**config.mk**
```make
export PLATFORM = sky130hd
export DESIGN_NAME = delta_enc
export DESIGN_NICKNAME = d
export VERILOG_FILES = /design/src/rtl/delta_enc_pkg.sv /design/src/rtl/delta_enc_ctrl.sv /design/src/rtl/delta_enc_dp.sv /design/src/rtl/delta_enc.sv
export SDC_FILE = /design/constraint.sdc
export NUM_CORES = 1
export LEC_CHECK = 0
export BUFFER_PORTS_ARGS = -buffer_cell sky130_fd_sc_hd__buf_2
export CORE_MARGIN = 2
export CORE_UTILIZATION = 55
export DETAILED_ROUTE_END_ITERATION = 6
export GPL_ROUTABILITY_DRIVEN = 0
export HOLD_SLACK_MARGIN = 0.05
export PLACE_DENSITY = 0.75
export SLEW_MARGIN = 20
export SYNTH_ARGS = -nofsm -noshare
export SYNTH_HDL_FRONTEND = slang
export SYNTH_SLANG_ARGS = --single-unit
export TNS_END_PERCENT = 20
```
**constraint.sdc**
```tcl
create_clock -name clk -period 19.1 [get_ports clk]
set_input_delay 3.82 -clock clk [delete_from_list [all_inputs] [get_ports clk]]
set_output_delay 3.82 -clock clk [all_outputs]
set_load 0.005 [all_outputs]
```
**src/rtl/delta_enc_pkg.sv**
```systemverilog
package delta_enc_pkg;
  // strobes from control to datapath
  typedef struct packed {
    logic take;    // accept the presented sample
    logic selRaw;  // emit raw code word
    logic selHdr;  // emit header plus delta
  } encStrobe_t;
endpackage

```
**src/rtl/delta_enc_ctrl.sv**
```systemverilog
module delta_enc_ctrl
  import delta_enc_pkg::*;
#(
  parameter int SAMPLE_W = 10,
  parameter int WIDTH_W  = 4
) (
  input  logic               clk,
  input  logic               rstN,
  input  logic               inValid,
  input  logic               chanStart,
  input  logic [WIDTH_W-1:0] needW,
  output encStrobe_t         strobe
);
  localparam logic [WIDTH_W-1:0] RAW_MIN = WIDTH_W'(SAMPLE_W);

  logic               firstPend;
  logic [WIDTH_W-1:0] prevW;
  logic               rawNow;

  always_comb begin
    rawNow        = chanStart || firstPend || (needW >= RAW_MIN);
    strobe.take   = inValid;
    strobe.selRaw = rawNow;
    strobe.selHdr = !rawNow && (needW != prevW);
  end

  always_ff @(posedge clk) begin
    if (!rstN) begin
      firstPend <= 1'b1;
      prevW     <= '0;
    end else if (inValid) begin
      firstPend <= 1'b0;
      prevW     <= rawNow ? '0 : needW;
    end
  end
endmodule

```
**src/rtl/delta_enc_dp.sv**
```systemverilog
module delta_enc_dp
  import delta_enc_pkg::*;
#(
  parameter int SAMPLE_W = 10,
  parameter int CODE_W   = 32,
  parameter int LEN_W    = 5,
  parameter int WIDTH_W  = 4
) (
  input  logic                clk,
  input  logic                rstN,
  input  logic [SAMPLE_W-1:0] inSample,
  input  encStrobe_t          strobe,
  output logic [WIDTH_W-1:0]  needW,
  output logic                outValid,
  output logic [CODE_W-1:0]   outCode,
  output logic [LEN_W-1:0]    outLen
);
  localparam int DIFF_W  = SAMPLE_W + 1;
  localparam int RAW_LEN = WIDTH_W + 1 + SAMPLE_W;
  localparam int HDR_LEN = WIDTH_W + 1;

  logic [SAMPLE_W-1:0]      prevSample;
  logic signed [DIFF_W-1:0] diff;
  logic signed [DIFF_W-1:0] shifted;
  logic [CODE_W-1:0]        mask;
  logic [CODE_W-1:0]        dBits;
  logic [CODE_W-1:0]        codeNext;
  logic [LEN_W-1:0]         lenNext;

  assign diff = $signed({1'b0, inSample}) - $signed({1'b0, prevSample});

  // smallest two's complement width holding diff
  always_comb begin
    needW   = WIDTH_W'(DIFF_W);
    shifted = '0;
    for (int w = DIFF_W; w >= 1; w--) begin
      shifted = diff >>> (w - 1);
      if (shifted == '0 || shifted == '1) needW = WIDTH_W'(w);
    end
  end

  always_comb begin
    mask  = (CODE_W'(1) << needW) - CODE_W'(1);
    dBits = CODE_W'($unsigned(diff)) & mask;
    if (strobe.selRaw) begin
      codeNext = CODE_W'({{WIDTH_W{1'b0}}, 1'b1, inSample}) << (CODE_W - RAW_LEN);
      lenNext  = LEN_W'(RAW_LEN);
    end else if (strobe.selHdr) begin
      codeNext = (CODE_W'({1'b0, needW}) << (CODE_W - HDR_LEN))
               | (dBits << (CODE_W - HDR_LEN - int'(needW)));
      lenNext  = LEN_W'(HDR_LEN) + LEN_W'(needW);
    end else begin
      codeNext = dBits << (CODE_W - int'(needW));
      lenNext  = LEN_W'(needW);
    end
  end

  always_ff @(posedge clk) begin
    if (!rstN) begin
      prevSample <= '0;
      outValid   <= 1'b0;
      outCode    <= '0;
      outLen     <= '0;
    end else begin
      outValid <= strobe.take;
      if (strobe.take) begin
        prevSample <= inSample;
        outCode    <= codeNext;
        outLen     <= lenNext;
      end
    end
  end
endmodule

```
**src/rtl/delta_enc.sv**
```systemverilog
module delta_enc
  import delta_enc_pkg::*;
#(
  parameter int SAMPLE_W = 10,
  parameter int CODE_W   = 32,
  parameter int LEN_W    = 5,
  parameter int WIDTH_W  = 4
) (
  input  logic                clk,
  input  logic                rstN,
  input  logic                chanStart,
  input  logic                inValid,
  input  logic [SAMPLE_W-1:0] inSample,
  output logic                outValid,
  output logic [CODE_W-1:0]   outCode,
  output logic [LEN_W-1:0]    outLen
);
  encStrobe_t         strobe;
  logic [WIDTH_W-1:0] needW;

  delta_enc_ctrl #(.SAMPLE_W(SAMPLE_W), .WIDTH_W(WIDTH_W)) u_ctrl (
    .clk(clk), .rstN(rstN), .inValid(inValid), .chanStart(chanStart),
    .needW(needW), .strobe(strobe)
  );

  delta_enc_dp #(.SAMPLE_W(SAMPLE_W), .CODE_W(CODE_W), .LEN_W(LEN_W),
                 .WIDTH_W(WIDTH_W)) u_dp (
    .clk(clk), .rstN(rstN), .inSample(inSample), .strobe(strobe),
    .needW(needW), .outValid(outValid), .outCode(outCode), .outLen(outLen)
  );
endmodule

```
# [Word-level counts from Yosys, hierarchy flattened]
# Index checks and enable logic that the tools add are counted.
[totals] reg_bits=53 out_inout_bits=38 elab_cells=67 input_bits=14
[op_classes] n_bitwise=2 n_mux=15 shifts=3 eq_ne=11 addsub=5 reduce_logical=24 magnitude_cmp=1
[ops] operator="equality test 11 bit (second input constant)" count=10
[ops] operator="zero test 11 bit" count=10
[ops] operator="2-to-1 mux 32 bit" count=2
[ops] operator="<< shifter 32 x 32 -> 32 bit" count=2
[ops] operator="2-to-1 mux 4 bit" count=10
[ops] operator="bitwise AND 11 x 32 -> 32 bit" count=1
[ops] operator="OR 31 x 32 -> 32 bit" count=1
[ops] operator="<< shifter 1 x 4 -> 32 bit (first input constant)" count=1
[ops] operator="subtractor 32 x 2 -> 32 bit (second input constant)" count=1
[ops] operator="logical OR 1 bit" count=12
[ops] operator="subtractor 10 x 10 -> 11 bit" count=1
[ops] operator="2-to-1 mux 5 bit" count=2
[ops] operator="subtractor 6 x 4 -> 7 bit (first input constant)" count=1
[ops] operator="subtractor 5 x 4 -> 6 bit (first input constant)" count=1
[ops] operator="adder 3 x 4 -> 5 bit (first input constant)" count=1
[ops] operator="greater-or-equal comparator 4 bit (second input constant)" count=1
[ops] operator="inequality test 4 bit" count=1
[ops] operator="logical AND 1 bit" count=1
[ops] operator="zero test 1 bit" count=1
[ops] operator="2-to-1 mux 1 bit" count=1

# [Logic depth before layout (Yosys ltp)]
[logic_depth] word_depth=20 depth_mapped=30 mapped_depth_nobuf=27

# [Hierarchy]
# Synthesis repeated with hierarchy kept, for this count alone.
[hier_totals] cells_unflattened=801 area_unflattened_um2=5856.9
[modules_own_cells] module="delta_enc_dp" cells_per_inst=770 instances=1 seq_area_each_um2=960.9 area_each_um2=5580.4
[modules_own_cells] module="delta_enc_ctrl" cells_per_inst=31 instances=1 seq_area_each_um2=100.1 area_each_um2=276.5

# [Worst setup path after synthesis]
# OpenSTA, ideal clock, no wires.
[synth_timing] path_kind="input port to flip-flop" from="in inSample[0]" to="reg u_dp.outCode[22]" arrival_ns=9.598 required_ns=19.012 path_stages=28 setup_time_ns=0.088 slack_ns=9.414 path_buffers=3 cell_sequence="inv_1 > ha_1 > inv_1 > fa_1 > a211oi_2 > o31ai_4 > and4b_1 > or3_4 > or4_4 > and2_1 > o311ai_1 > a21bo_2 > clkbuf_1 > ha_1 > ha_1 > clkbuf_1 > nand2_1 > ha_1 > clkbuf_1 > nand3b_1 > a31oi_1 > o21ai_0 > nand3_1 > and2_1 > mux4_2 > o32ai_2 > nor2_1 > nor4_2"
[synth_via] elab_chain_cells=20 word_cells_on_any_way=56 cone_classes="add/sub: 4; order compare: 1; eq/ne: 11; shift: 3; mux: 12; bitwise: 2; reduce/logical: 23"
[synth_rtl] item="from (decl)" line="delta_enc.sv:13" source="input logic [SAMPLE_W-1:0] inSample,"
[synth_rtl] item="subtractor 10 x 10 -> 11 bit (*)" line="delta_enc_dp.sv:30" source="assign diff = $signed({1'b0, inSample}) - $signed({1'b0, prevSample});"
[synth_rtl] item="equality test 11 bit / zero test 11 bit (equally long branches)" line="delta_enc_dp.sv:38" source="if (shifted == '0 || shifted == '1) needW = WIDTH_W'(w);"
[synth_rtl] item="logical OR 1 bit" line="delta_enc_dp.sv:38"
[synth_rtl] item="2-to-1 mux 1 bit" line="delta_enc_dp.sv:38"
[synth_rtl] item="2-to-1 mux 4 bit (9 in series)" line="delta_enc_dp.sv:38"
[synth_rtl] item="<< shifter 1 x 4 -> 32 bit" line="delta_enc_dp.sv:43" source="mask = (CODE_W'(1) << needW) - CODE_W'(1);"
[synth_rtl] item="subtractor 32 x 2 -> 32 bit" line="delta_enc_dp.sv:43"
[synth_rtl] item="bitwise AND 11 x 32 -> 32 bit" line="delta_enc_dp.sv:44" source="dBits = CODE_W'($unsigned(diff)) & mask;"
[synth_rtl] item="<< shifter 32 x 32 -> 32 bit" line="delta_enc_dp.sv:50" source="| (dBits << (CODE_W - HDR_LEN - int'(needW)));"
[synth_rtl] item="OR 31 x 32 -> 32 bit" line="delta_enc_dp.sv:50"
[synth_rtl] item="2-to-1 mux 32 bit" line="delta_enc_dp.sv:48" source="end else if (strobe.selHdr) begin"
[synth_rtl] item="2-to-1 mux 32 bit (*)" line="delta_enc_dp.sv:45" source="if (strobe.selRaw) begin"
[synth_rtl] item="to (signal assigned)" line="delta_enc_dp.sv:68" source="outCode <= codeNext;"
[synth_rtl] item="to (decl)" line="delta_enc_dp.sv:15" source="output logic [CODE_W-1:0] outCode,"
# Mark *: on every way between the ends. The rest lies on a longest branch, timed or not.
# A chain may end at the register's enable or synchronous reset.

# [Worst setup path in the final report]
[layout_timing] from="in inSample[0]" to="reg u_dp.outCode[23]"
# Same word-level chain as after synthesis.

==> results.yml <==
yosys:
  synth_cell_types: 107
  yosysSeqAreaShare_pct: 19.8
  ys_top_cells_by_count: "nand2_1, nor2_1, dfxtp_1"
  async_flop_share_pct: 0
  yosysTopAreaCellShare_pct: 19.8
  yosysTopAreaCell: "dfxtp_1"
  ys_ff_latch: 53
  synth_nets: 765
  synth_edf_count: 0
  avgSynthCellArea_um2: 7.39
  yosysWarnings: 0
  synth_area_leaders: "dfxtp_1, ha_1, nand2_1, nor2_1, o21ai_0"
  mappedNetlistArea_um2: 5370
  yosysMostFrequentCell: "nand2_1"
  syn_inst: 726
  synthFlopType: "dfxtp_1"
layout:
  multi_input_area_um2: 3980
  stdcell_count: 872
  final_util_pct: 59.0
  synthToLayoutAreaGrowth_pct: 6.02
  nets: 777
  drive_gt1_share_pct: 14.7
  regArea_um2: 1060
  antenna_cells: 0
  final_area_um2: 5690
  nFillCells: 933
place:
  place_area_um2: 5590
  hpwl_mm: 13.5
  dp.cells: 864
  pre_cts_ws_ns: 8.23
  io_buffer_count: 51
global_route:
  use_met2_pct: 50.3
  grt_busiest_layer: "met2"
  grt_max_degree: 43
  grt_pass1_wl_mm: 28.7
  grt_overflow: 0
  grt_pass1_vias: 5441
  grt_util_met1_pct: 50.1
  track_usage_pct: 34.7
  met3_usage_pct: 7.73
  antenna_found_initial: 0
clock_network:
  cts_tree: "yes"
  hold_buffers: 0
  numCtsBuffers: 5
  post_cts_resized: 0
  root_buffer: "clkbuf_8"
  clkTransAtPathRegs_ns: 0.12
  insertion_delay_ns: 0.32
  cts_buffer_depth: 2
  cts.sinks: 53
  post-cts-setup-buffers: 0
  htree_levels: 2
floorplanning:
  die_area_um2: 10600
  die_w_um: 103
  core-area_um2: 9640
  initial_utilization_pct: 55.7
  rows: 36
  die_y_um: 103
  num_io_pins: 52
power:
  p_int_mw: 0.313
  power.density_nw_per_um2: 127
  combPwrFrac_pct: 73.3
  power.switching_mw: 0.407
  p_leak_nw: 2.24
  power.clock.fraction_pct: 10.0
  swShare_pct: 56.5
  finalPower_mw: 0.720
  p_seq_share_pct: 16.6
  ir_drop_uv: 59.2
sta:
  fmax_ghz: 0.0929
  min_period_over_period_pct: 56.4
  hold_slack_ns: 0.460
  rsz0062_at_grt: "false"
  hold_viol: 0
  fin_ws_ns: 8.33
  max-slew-margin-rel_pct: 40.1
  fin_skew_ns: 0.0132
  finalSetupViolCount: 0
  tightest_slew_ns: 0.892
  slew_violations: 0
  final.min_clock_period_ns: 10.77
  fin_tns_setup_ns: 0
route:
  drc: 2
  wirelength_mm: 18.5
  first_iter_violations: 869
  wl_per_cell_um: 21.2
  routed-via-count: 6215
  viasPerCell: 7.13
  ant_nets: 0
  dr.pass1.iters: 7
setup_path:
  slowest_stage: "nor2_1"
  r2r_cells: 25
  cp-start-kind: "input pin"
  cpPeakStageDelay_ns: 0.58
  arrival_ns: 10.97
  path_class: "in -> reg"
  critPathCaptureType: "flop"
  crit_fanout: 18
  crit_required_ns: 19.30
  path_common_cell: "ha_1"
outcome:
  violations: "design-rule violations"
  status: "finished with violations"
worst_hold_path:
  hp-class: "reg -> reg"
  min_path_cells: 2
job:
  drv_cap: 0
registers in the layout, summed over array words and instances, names as in the netlist:
signal            count
u_ctrl.prevW          4
u_ctrl.firstPend      1
u_dp.outLen           5
u_dp.prevSample      10
u_dp.outValid         1
u_dp.outCode         32
power groups by stage:
stage	sequential, mW	clock [mW]	combinational (mW)
3_3_place_gp	0.122	0	0.487
4_1_cts	0.120	0.0716	0.496
5_1_grt	0.121	0.0760	0.557
3_5_place_dp	0.122	0	0.492
6_report	0.120	0.0721	0.528
2_1_floorplan	0.122	0	0.379
kinds of logic (layout without fill, tap and decap cells):
family                   after synthesis  count (layout)  synth area share (%)
AO/OA/AOI/OAI                        261             261                  35.3
multiplexers                          28              28                  5.53
buffers and inverters                 77              90                  6.13
flip-flops                            53              53                  19.8
AND/OR/NAND/NOR                      272             272                  25.4
adder cells (fa/ha/maj)               25              25                  5.97
XOR/XNOR                              10              10                  1.91
per-layer routing:
metal	vias up	share of wire [%]
li1	2769	-
met1	2814	40
met2	510	41
met3	122	14
met4	0	4.8
met5	-	0
worst max-delay path: cells and delay by family:
kind / cells / cell delay (ns)
compound gates: 10 / 2.89
fa+ha+maj: 5 / 1.48
buf+inv: 5 / 0.61
mux: 1 / 0.29
simple gates: 6 / 1.84
worst paths after layout:
check	start	to	slack [ns]
worst max-delay path	inSample[0]	u_dp.outCode[23]	8.33
worst min-delay path	u_dp.outCode[0]	u_dp.outCode[0]	0.46
worst max register to register	u_dp.prevSample[6]	u_dp.outCode[23]	11.59
worst min register to register	u_dp.outCode[0]	u_dp.outCode[0]	0.46
final cells by class:
cell class,instances,area share [%]
flip-flops and latches,53,18.6
well taps,133,2.93
clock inverters,3,0.506
multi-input cells,596,69.9
inverters,28,1.94
repair buffers,54,4.88
clock buffers,5,1.21
layout by cell type (no fill, tap or decap), types with 4 or more instances in the layout:
cell / n
clkinv_1: 4
inv_1: 20
or3_1: 6
o22ai_1: 8
nand2_1: 78
a31oi_1: 10
nor4_1: 6
a21oi_1: 51
o2111ai_1: 5
and2_1: 9
and3_1: 4
o21ai_1: 4
ha_1: 24
nor3_1: 26
o32ai_1: 5
o211ai_1: 16
a211oi_1: 9
xor2_1: 5
o21a_1: 7
o31ai_1: 7
o221ai_1: 4
nand3_1: 21
a22o_1: 4
o21ai_0: 52
nor2b_1: 6
or4_1: 4
nor2_1: 72
nand4_1: 9
a41oi_1: 4
dfxtp_1: 53
a2bb2oi_1: 7
buf_2: 51
clkbuf_8: 5
mux2i_1: 24
Note: power is estimated with default switching activity, not from simulation.
